File: src/rtl/rdy_bus_master.sv
module rdy_bus_master #(
  parameter int AW       = 16,
  parameter int DW       = 16,
  parameter int MAX_WAIT = 4
) (
  input  logic          clk,
  input  logic          rst_n,
  input  logic          req_valid,
  input  logic          req_write,
  input  logic [AW-1:0] req_addr,
  input  logic [DW-1:0] req_wdata,
  output logic          req_ready,
  output logic          rsp_done,
  output logic [DW-1:0] rsp_rdata,
  output logic          wait_err,
  output logic          bus_valid,
  output logic          bus_write,
  output logic [AW-1:0] bus_addr,
  output logic          bus_addr_oe,
  output logic [DW-1:0] bus_wdata,
  output logic          bus_data_oe,
  input  logic [DW-1:0] bus_rdata,
  input  logic          bus_ready
);
  localparam int CW = $clog2(MAX_WAIT + 1) + 1;
  localparam logic [CW-1:0] LIMIT = CW'(MAX_WAIT);

  typedef enum logic [1:0] {S_IDLE, S_ADDR, S_XFER, S_DONE} st_t;

  st_t           st;
  logic [AW-1:0] addr_q;
  logic [DW-1:0] wdata_q, rdata_q;
  logic          wr_q, err_q;
  logic [CW-1:0] wcnt;

  wire take   = (st == S_IDLE) && req_valid;
  wire stall  = (st == S_XFER) && !bus_ready;
  wire finish = (st == S_XFER) && bus_ready;

  always_ff @(posedge clk) begin
    if (!rst_n) begin
      st      <= S_IDLE;
      addr_q  <= '0;
      wdata_q <= '0;
      rdata_q <= '0;
      wr_q    <= 1'b0;
      err_q   <= 1'b0;
      wcnt    <= '0;
    end else begin
      case (st)
        S_IDLE: if (take) begin
          st      <= S_ADDR;
          addr_q  <= req_addr;
          wdata_q <= req_wdata;
          wr_q    <= req_write;
          wcnt    <= '0;
          err_q   <= 1'b0;
        end
        S_ADDR: st <= S_XFER;
        S_XFER: begin
          if (finish) begin
            st <= S_DONE;
            if (!wr_q) rdata_q <= bus_rdata;
          end
          if (stall) begin
            if (wcnt != LIMIT) wcnt <= wcnt + 1'b1;
            else if (MAX_WAIT != 0) err_q <= 1'b1;
          end
        end
        default: st <= S_IDLE;
      endcase
    end
  end

  assign req_ready   = (st == S_IDLE);
  assign rsp_done    = (st == S_DONE);
  assign rsp_rdata   = rdata_q;
  assign wait_err    = err_q;
  assign bus_valid   = (st == S_ADDR) || (st == S_XFER);
  assign bus_addr_oe = bus_valid;
  assign bus_write   = wr_q;
  assign bus_addr    = addr_q;
  assign bus_wdata   = wdata_q;
  assign bus_data_oe = (st == S_XFER) && wr_q;
endmodule


File: config.mk
export PLATFORM = sky130hd
export DESIGN_NAME = rdy_bus_master
export DESIGN_NICKNAME = d
export VERILOG_FILES = /design/src/rtl/rdy_bus_master.sv
export SDC_FILE = /design/constraint.sdc
export NUM_CORES = 1
export LEC_CHECK = 0
export ABC_CLOCK_PERIOD_IN_PS = 2600
export BUFFER_PORTS_ARGS = -buffer_cell sky130_fd_sc_hd__buf_2
export CAP_MARGIN = 20
export CORE_UTILIZATION = 48
export CTS_CLUSTER_DIAMETER = 50
export DETAILED_ROUTE_END_ITERATION = 10
export PLACE_DENSITY = 0.87
export SLEW_MARGIN = 20
export SYNTH_ARGS = -nofsm -noshare
export SYNTH_HDL_FRONTEND = slang
export SYNTH_SLANG_ARGS = --single-unit
File: constraint.sdc
create_clock -name clk -period 2.6 [get_ports clk]
set_input_delay 0.52 -clock clk [delete_from_list [all_inputs] [get_ports clk]]
set_output_delay 0.52 -clock clk [all_outputs]
set_load 0.1 [all_outputs]
After elaboration in Yosys (flattened, before gate mapping):

Index checks and enable logic that the tools add are counted.
W data, S select, Z words.

* $add $sub $neg: 1
* eq/ne operators: 9
* multiplexer cells: 11
* bitwise gates (word level): 1
* reduce and logical (&&, ||, !) cells: 13

Operators by type and width (count)
* $mux W4: 3
* $pmux W4 S2: 1
* $reduce_and A4 Y1: 2
* $ne A2 B2 Y1 const B: 3
* $pmux W2 S3: 1
* $add A4 B1 Y4 const B: 1
* $eq A2 B2 Y1 const B: 2
* $logic_and A1 B1 Y1: 4
* $mux W2: 2
* $ne A2 B1 Y1 const B: 2
* $ne A4 B3 Y1 const B: 1
* $reduce_and A2 Y1: 2
* $mux W1: 3
* $reduce_and A3 Y1: 1
* $eq A2 B1 Y1 const B: 1
* $logic_not A2 Y1: 1
* $pmux W1 S2: 1
* $reduce_bool A2 Y1: 1
* $logic_not A1 Y1: 1
* $logic_or A1 B1 Y1: 1
* $not A1 Y1: 1

* flip-flop bits (word level): 56
* output and inout port bits: 55
* word-level logic and storage cells: 42

Logic depth before layout (Yosys ltp):

Gate-level depths: netlist of the first run.

* depth after elaboration: 4
* depth in mapped cells: 7
* depth with buffers taken out: 5

Worst setup path before layout of the first run:

OpenSTA, ideal clock, no wires.

* kind: reg2out
* from: reg wr_q, in the netlist bus_write
* to: out bus_data_oe
* arrival: 1833 ps
* data required time: 2080 ps
* setup slack: 247 ps
* cell stages (with the launch flop): 2
* path buffers: 0
* cells stage by stage: dfxtp_1 -> and2_1

* word-level cells in the longest chain between the ends: 1

Ends and longest elaborated chain
* start: declaration: line 33 `logic wr_q, err_q;`
* start signal: assignment: line 55 `wr_q <= req_write;`
* $logic_and A1 B1 Y1: line 84 `assign bus_data_oe = (st == S_XFER) && wr_q;`
* end: declaration: line 21 `output logic bus_data_oe,`

Every way passes these cells.

Worst setup path in the final report of the first run:

* from: reg st[1]
* to: out bus_valid

* word-level cells in the longest chain between the ends: 2

Ends and longest elaborated chain
* start: declaration: line 30 `st_t st;`
* start signal: assignment: line 42 `st <= S_IDLE;`
* start signal: assignment: line 52 `st <= S_ADDR;`
* start signal: assignment: line 59 `S_ADDR: st <= S_XFER;`
* $eq A2 B1 Y1 or $eq A2 B2 Y1 (tied branches): line 79 `assign bus_valid = (st == S_ADDR) || (st == S_XFER);`
* $logic_or A1 B1 Y1 (*): line 79
* end: declaration: line 16 `output logic bus_valid,`

Mark *: on every way between the ends. The rest lies on a longest branch, timed or not.

==> impl_metrics.env, run 1 <==
export IMPL_skew_ns=0.00863
export IMPL_nNetsFinal=434
export IMPL_synth_most_common_cell="nand2_1"
export IMPL_setup_viol=0
export IMPL_fp_dieArea_um2=4810
export IMPL_cts_clk_slew_worst_paths_ns=0.10
export IMPL_gp_congestion=0.769
export IMPL_worst_pin_slew_ns=0.597
export IMPL_period_needed_ns=2.09
export IMPL_power_frac_comb=0.561
export IMPL_fp_dieW_um=69.3
export IMPL_synth_xor_area_share=0
export IMPL_synth_seq_cells=56
export IMPL_area_delta_synth_final_pct=29.7
export IMPL_synth_top_family_by_area="simple AND/OR/NAND/NOR gates"
export IMPL_groute_usage_overall=0.213
export IMPL_p_leak_nw=1.32
export IMPL_clock_latency_ns=0.30
export IMPL_cts_tree="done"
export IMPL_post_synth_inst_count=274
export IMPL_core_area_um2=4350
export IMPL_period_share=0.804
export IMPL_synth_distinct_cells=28
export IMPL_internal_power_mw=1.52
export IMPL_yosys_area_share_simple=0.240
export IMPL_ys_async_sr_fraction=0
export IMPL_h_tree_depth=2
export IMPL_fin_setup_tns_ns=0
export IMPL_worstPathMaxFanout=6
export IMPL_routedWlPerCell_um=11.7
export IMPL_grt_pass1_vias=2043
export IMPL_clock_sinks=56
export IMPL_io_buffers=107
export IMPL_p_sw_mw=1.96
export IMPL_peakVddDrop_v=0.000569
export IMPL_cts_buffer_depth=2
export IMPL_root_buffer="clkbuf_8"
export IMPL_overflow=0
export IMPL_synth_area_um2=2180
export IMPL_rsz0062_at_grt="false"
export IMPL_die_h_um=69.3
export IMPL_hold_viol=0
export IMPL_rr_worst_depth=5
export IMPL_critPathLaunchType="register"
export IMPL_muxShareOfSynthArea=0.00978
export IMPL_ioPinCount=108
export IMPL_slew_headroom=0.601
export IMPL_cp_end_kind="output pin"
export IMPL_wirelength_um=5000
export IMPL_synth_ff_type="dfxtp_1"
export IMPL_synth_edf_count=0
export IMPL_cts_resized=0
export IMPL_slowest_delay_ns=0.44
export IMPL_synth_top_cells_by_count="nand2_1, dfxtp_1, a21oi_1"
export IMPL_drc=0
export IMPL_grt_pass1_wl_um=8560
export IMPL_ant_nets=0
export IMPL_status="finished, final reports clean"
export IMPL_dr_pass1_iters=4
export IMPL_synth_compound_area_frac=0.152
export IMPL_yosysSeqAreaShare=0.515
export IMPL_yosysTopAreaCellShare=0.515
export IMPL_holdPathStages=3
export IMPL_synth_area_leader_cell="dfxtp_1"
export IMPL_initial_utilization=0.500
export IMPL_antenna_cells=0
export IMPL_cp_required_ns=2.08
export IMPL_path_class="reg2out"
export IMPL_p_clk_frac=0.133
export IMPL_slowest_stage="buf_2"
export IMPL_num_rows=24
export IMPL_max_freq_mhz=479
export IMPL_worstHoldEndpoint="bus_addr[11]$_SDFFE_PN0P_"
export IMPL_r2r_setup_slack_ns=0.73
export IMPL_cap_violations=0
export IMPL_hold_worst_slack_ns=0.447
export IMPL_drive_above_1_share=0.323
export IMPL_antenna_found_initial=0
export IMPL_cts_setup_buffers=0
export IMPL_vias_per_cell=4.98
export IMPL_crit_chain="inv_1 > ha_1 > buf_2"
export IMPL_nFillCells=385
export IMPL_cts_buffers=5
export IMPL_synthesis_nets=334
export IMPL_power_total_mw=3.48
export IMPL_hp_start="req_addr[11]"
export IMPL_hold_buffers=0
export IMPL_timing_rr_start="st[0]$_SDFFE_PN0P_"
export IMPL_yosys_warnings=0
export IMPL_pwr_share_seq=0.306
export IMPL_syn_area_per_cell_um2=7.94
export IMPL_vias=2126
export IMPL_synthAdderAreaFrac=0.0403
export IMPL_cp_data_arrival_time_ns=1.57
export IMPL_p_per_area_nw_per_um2=1230
export IMPL_p_sw_frac=0.563
export IMPL_rr_endpoint="wcnt[3]$_SDFFE_PN0P_"
export IMPL_grt_max_degree=35
export IMPL_hpwl_um=3660
export IMPL_hp_class="in2reg"
export IMPL_drt_initial_drc_count=111
export IMPL_synth_area_top_cells="dfxtp_1, nand2_1, a21oi_1, ha_1, clkbuf_1"
export IMPL_report_final_slew_viol_count=0
==> metal layers <==
metal | track usage | share of wire | vias to the layer above | wire (µm)
li1 | - | - | 1097 | -
met1 | 0.232 | 0.41 | 957 | 2060
met3 | 0.0581 | 0.060 | 4 | 301
met2 | 0.403 | 0.52 | 68 | 2600
met4 | 0.0499 | 0.0076 | 0 | 38
met5 | 0 | 0 | - | 0
==> cell families (layout without fill, tap and decap cells) <==
family	after synthesis	count (layout)
DFF	56	56
AOI/OAI and AO/OA	62	62
and+or+nand+nor	124	124
muxes	2	2
buffers and inverters	23	124
adders and majority gates	7	7
==> area by class of cell <==
class,count,area (µm²),area share
Clock buffer,5,68.8,0.0244
Multi-Input combinational cell,195,961,0.341
Inverter,5,18.8,0.00665
Sequential cell,56,1120,0.397
Tap cell,52,65.1,0.0231
Clock inverter,3,21.3,0.00754
Timing Repair Buffer,111,566,0.200
==> power by group through the flow <==
stage          Combinational (mW)  Sequential [mW]  Clock (mW)
4_1_cts                      1.97             1.07       0.484
2_1_floorplan               0.851             1.92           0
3_5_place_dp                 1.96             1.09           0
3_3_place_gp                 1.93             1.08           0
6_report                     1.95             1.07       0.463
5_1_grt                      2.05             1.09       0.516
==> layout by cell type (no fill, tap or decap) <==
cell,netlist,layout
buf_2,3,107
nand2_1,102,102
dfxtp_1,56,56
a21oi_1,51,51
ha_1,7,7
clkbuf_8,0,5
inv_1,4,4
buf_4,1,4
and2_1,3,3
o21ai_0,3,3
nand3_1,3,3
and3b_1,2,2
nand3b_1,2,2
nor2b_1,2,2
nor2_1,2,2
or4_1,2,2
a31oi_1,2,2
a211oi_1,2,2
nand4_1,2,2
o211ai_1,2,2
nor3_1,2,2
inv_2,1,1
mux2i_1,1,1
mux2_2,1,1
o311ai_1,1,1
or3_1,1,1
or3b_1,1,1
o32ai_1,1,1
clkinvlp_4,0,1
inv_6,0,1
clkinv_2,0,1
==> flip-flops by register name (all words and copies together) (netlist names) <==
signal	count
bus_addr	16
bus_wdata	16
bus_write	1
rsp_rdata	16
st	2
wait_err	1
wcnt	4
==> worst max path at each step <==
stage	from	endpoint	slack (ns)	depth (start not counted)
2_1_floorplan	bus_write$_SDFFE_PN0P_	bus_data_oe	0.25	1
3_3_place_gp	st[0]$_SDFFE_PN0P_	wcnt[3]$_SDFFE_PN0P_	0.89	5
3_5_place_dp	st[0]$_SDFFE_PN0P_	wcnt[3]$_SDFFE_PN0P_	0.80	5
4_1_cts	st[1]$_SDFFE_PN0P_	bus_valid	0.50	3
5_1_grt	st[1]$_SDFFE_PN0P_	bus_data_oe	0.43	3
6_report	st[1]$_SDFFE_PN0P_	bus_valid	0.51	3
==> worst max-delay path, delay by kind of cell, from the launching register on <==
family	cells	cell delay [ns]
flip-flops	1	0.43
buffers and inverters	2	0.51
adder cells (fa/ha/maj)	1	0.32
==> metrics by stage <==
stage	setup slack (ns)	cells	area, µm²	util
after CTS	0.502	427	2820	0.648
final	0.511	427	2820	0.648
after global routing	0.426	427	2820	0.648
after detailed placement	0.797	419	2730	0.627
after global placement	0.892	419	2730	0.627
after floorplan	0.247	274	2180	-
Power figures use the tool's default switching activity.
==> run 2, diff against run 1 <==
--- a/config.mk
+++ b/config.mk
@@ -5,13 +5,13 @@
 export SDC_FILE = /design/constraint.sdc
 export NUM_CORES = 1
 export LEC_CHECK = 0
-export ABC_CLOCK_PERIOD_IN_PS = 2600
+export ABC_CLOCK_PERIOD_IN_PS = 2000
 export BUFFER_PORTS_ARGS = -buffer_cell sky130_fd_sc_hd__buf_2
 export CAP_MARGIN = 20
-export CORE_UTILIZATION = 48
+export CORE_UTILIZATION = 45
 export CTS_CLUSTER_DIAMETER = 50
 export DETAILED_ROUTE_END_ITERATION = 10
-export PLACE_DENSITY = 0.87
+export PLACE_DENSITY = 0.83
 export SLEW_MARGIN = 20
 export SYNTH_ARGS = -nofsm -noshare
 export SYNTH_HDL_FRONTEND = slang
==> constraint.sdc (replaced) <==
create_clock -name clk -period 2 [get_ports clk]
set_input_delay 0.4 -clock clk [delete_from_list [all_inputs] [get_ports clk]]
set_output_delay 0.4 -clock clk [all_outputs]
set_load 0.1 [all_outputs]
==> run 2 against run 1 <==
Combinational power up 31%; sequential cell count unchanged; cell count up 0.47%; wire length down 0.14%; critical path depth unchanged; highest routed layer unchanged.
==> impl_metrics.env, run 2 (synthesized netlist as in run 1, its figures left out) <==
export IMPL_ioPinCount=108
export IMPL_die_h_um=71.5
export IMPL_cp_required_ns=1.60
export IMPL_cp_end_kind="output pin"
export IMPL_vias=2138
export IMPL_critPathLaunchType="register"
export IMPL_fp_dieW_um=71.5
export IMPL_grt_pass1_vias=2043
export IMPL_max_freq_mhz=501
export IMPL_clock_sinks=56
export IMPL_io_buffers=107
export IMPL_core_area_um2=4500
export IMPL_skew_ns=0.00782
export IMPL_status="finished, final reports clean"
export IMPL_setup_viol=0
export IMPL_grt_pass1_wl_um=8560
export IMPL_final_common_cell="buf_2"
export IMPL_power_total_mw=4.58
export IMPL_p_sw_mw=2.57
export IMPL_slew_headroom=0.605
export IMPL_cp_data_arrival_time_ns=1.59
export IMPL_antenna_found_initial=0
export IMPL_clock_latency_ns=0.31
export IMPL_hp_class="in2reg"
export IMPL_grt_max_degree=34
export IMPL_pwr_share_seq=0.303
export IMPL_dr_pass1_iters=4
export IMPL_p_clk_frac=0.138
export IMPL_antenna_cells=0
export IMPL_gp_congestion=0.807
export IMPL_drt_initial_drc_count=111
export IMPL_area_delta_synth_final_pct=31.6
export IMPL_drive_above_1_share=0.332
export IMPL_initial_utilization=0.483
export IMPL_rsz0062_at_grt="true"
export IMPL_cap_violations=0
export IMPL_cts_tree="done"
export IMPL_path_class="reg2out"
export IMPL_root_buffer="clkbuf_8"
export IMPL_overflow=0
export IMPL_hold_viol=0
export IMPL_peakVddDrop_v=0.000965
export IMPL_p_per_area_nw_per_um2=1600
export IMPL_groute_usage_overall=0.209
export IMPL_h_tree_depth=2
export IMPL_cts_clk_slew_worst_paths_ns=0.10
export IMPL_hpwl_um=3650
export IMPL_cts_setup_buffers=0
export IMPL_p_sw_frac=0.561
export IMPL_p_leak_nw=1.34
export IMPL_drc=0
export IMPL_ant_nets=0
export IMPL_utilization=0.636
export IMPL_wirelength_um=5000
export IMPL_cts_buffer_depth=2
export IMPL_fp_dieArea_um2=5120
export IMPL_power_frac_comb=0.559
export IMPL_worstPathMaxFanout=6
export IMPL_num_rows=24
export IMPL_report_final_slew_viol_count=0
export IMPL_cts_buffers=5
export IMPL_final_cell_mix="buf_2, nand2_1, dfxtp_1, a21oi_1"
export IMPL_period_needed_ns=1.99
export IMPL_routedWlPerCell_um=11.6
export IMPL_vias_per_cell=4.98
export IMPL_worst_pin_slew_ns=0.591
export IMPL_internal_power_mw=2.01
export IMPL_hold_buffers=0
export IMPL_nNetsFinal=436
export IMPL_period_share=0.997
export IMPL_hold_worst_slack_ns=0.316
==> run 2: cell types whose count changed in the layout (fill, tap and decap cells not counted), sizes merged <==
cell      before  now
clkbuf         5    6
clkinvlp       1    0
clkinv         1    2
buf          111  112
==> run 2: cell type report <==
cell class	instances	area [µm²]
fill	403	1640
sequential	56	1120
multi-input combinational	195	965
timing repair buffer	113	598
clock buffer	5	68.8
tap	52	65.1
clock inverter	3	26.3
inverter	5	18.8
==> run 2: metrics by stage <==
| step | area (µm²) | cells | setup TNS [ns] | setup slack, ns |
|---|---|---|---|---|
| 3_5_place_dp | 2760 | 421 | 0 | 0.263 |
| 6_report | 2860 | 429 | 0 | 0.00569 |
| 4_1_cts | 2860 | 429 | -0.000932 | -0.000468 |
| 3_3_place_gp | 2760 | 421 | 0 | 0.387 |
| 5_1_grt | 2860 | 429 | -0.186 | -0.0935 |
| 2_1_floorplan | 2180 | 274 | 0 | 0.00618 |
==> run 2: critical path, stage by stage, from the launching register on <==
cell     delay (ns)
dfxtp_1        0.44
inv_1          0.08
ha_2           0.34
buf_2          0.42
==> run 2: power groups by stage <==
stage | registers [mW] | logic (mW) | clock network [mW]
floorplan | 2.49 | 1.12 | 0
global placement | 1.40 | 2.54 | 0
detailed placement | 1.41 | 2.56 | 0
CTS | 1.39 | 2.57 | 0.667
global route | 1.41 | 2.71 | 0.696
finish | 1.39 | 2.56 | 0.632
==> run 2: final timing paths <==
path | cells after the start | start | slack, ns | endpoint
worst max-delay path | 3 | st[1]$_SDFFE_PN0P_ | 0.006 | bus_addr_oe
worst min-delay path | 3 | bus_rdata[13] | 0.32 | rsp_rdata[13]$_SDFFE_PN0P_
worst max register to register | 5 | st[0]$_SDFFE_PN0P_ | 0.27 | wcnt[3]$_SDFFE_PN0P_
worst min register to register | 2 | bus_wdata[2]$_SDFFE_PN0P_ | 0.45 | bus_wdata[2]$_SDFFE_PN0P_
==> run 2: repair_timing <==
action | in CTS | in global routing
resized for setup | 1 | 1
pin swaps | 0 | 0
setup endpoints to repair | 3 | 3
endpoints found under the hold margin | 0 | 0
==> run 2: metal layers <==
| layer | global-route usage | wire length [µm] |
|---|---|---|
| met5 | 0 | 0 |
| met4 | 0.0763 | 74 |
| met3 | 0.0436 | 289 |
| met2 | 0.394 | 2480 |
| met1 | 0.233 | 2150 |
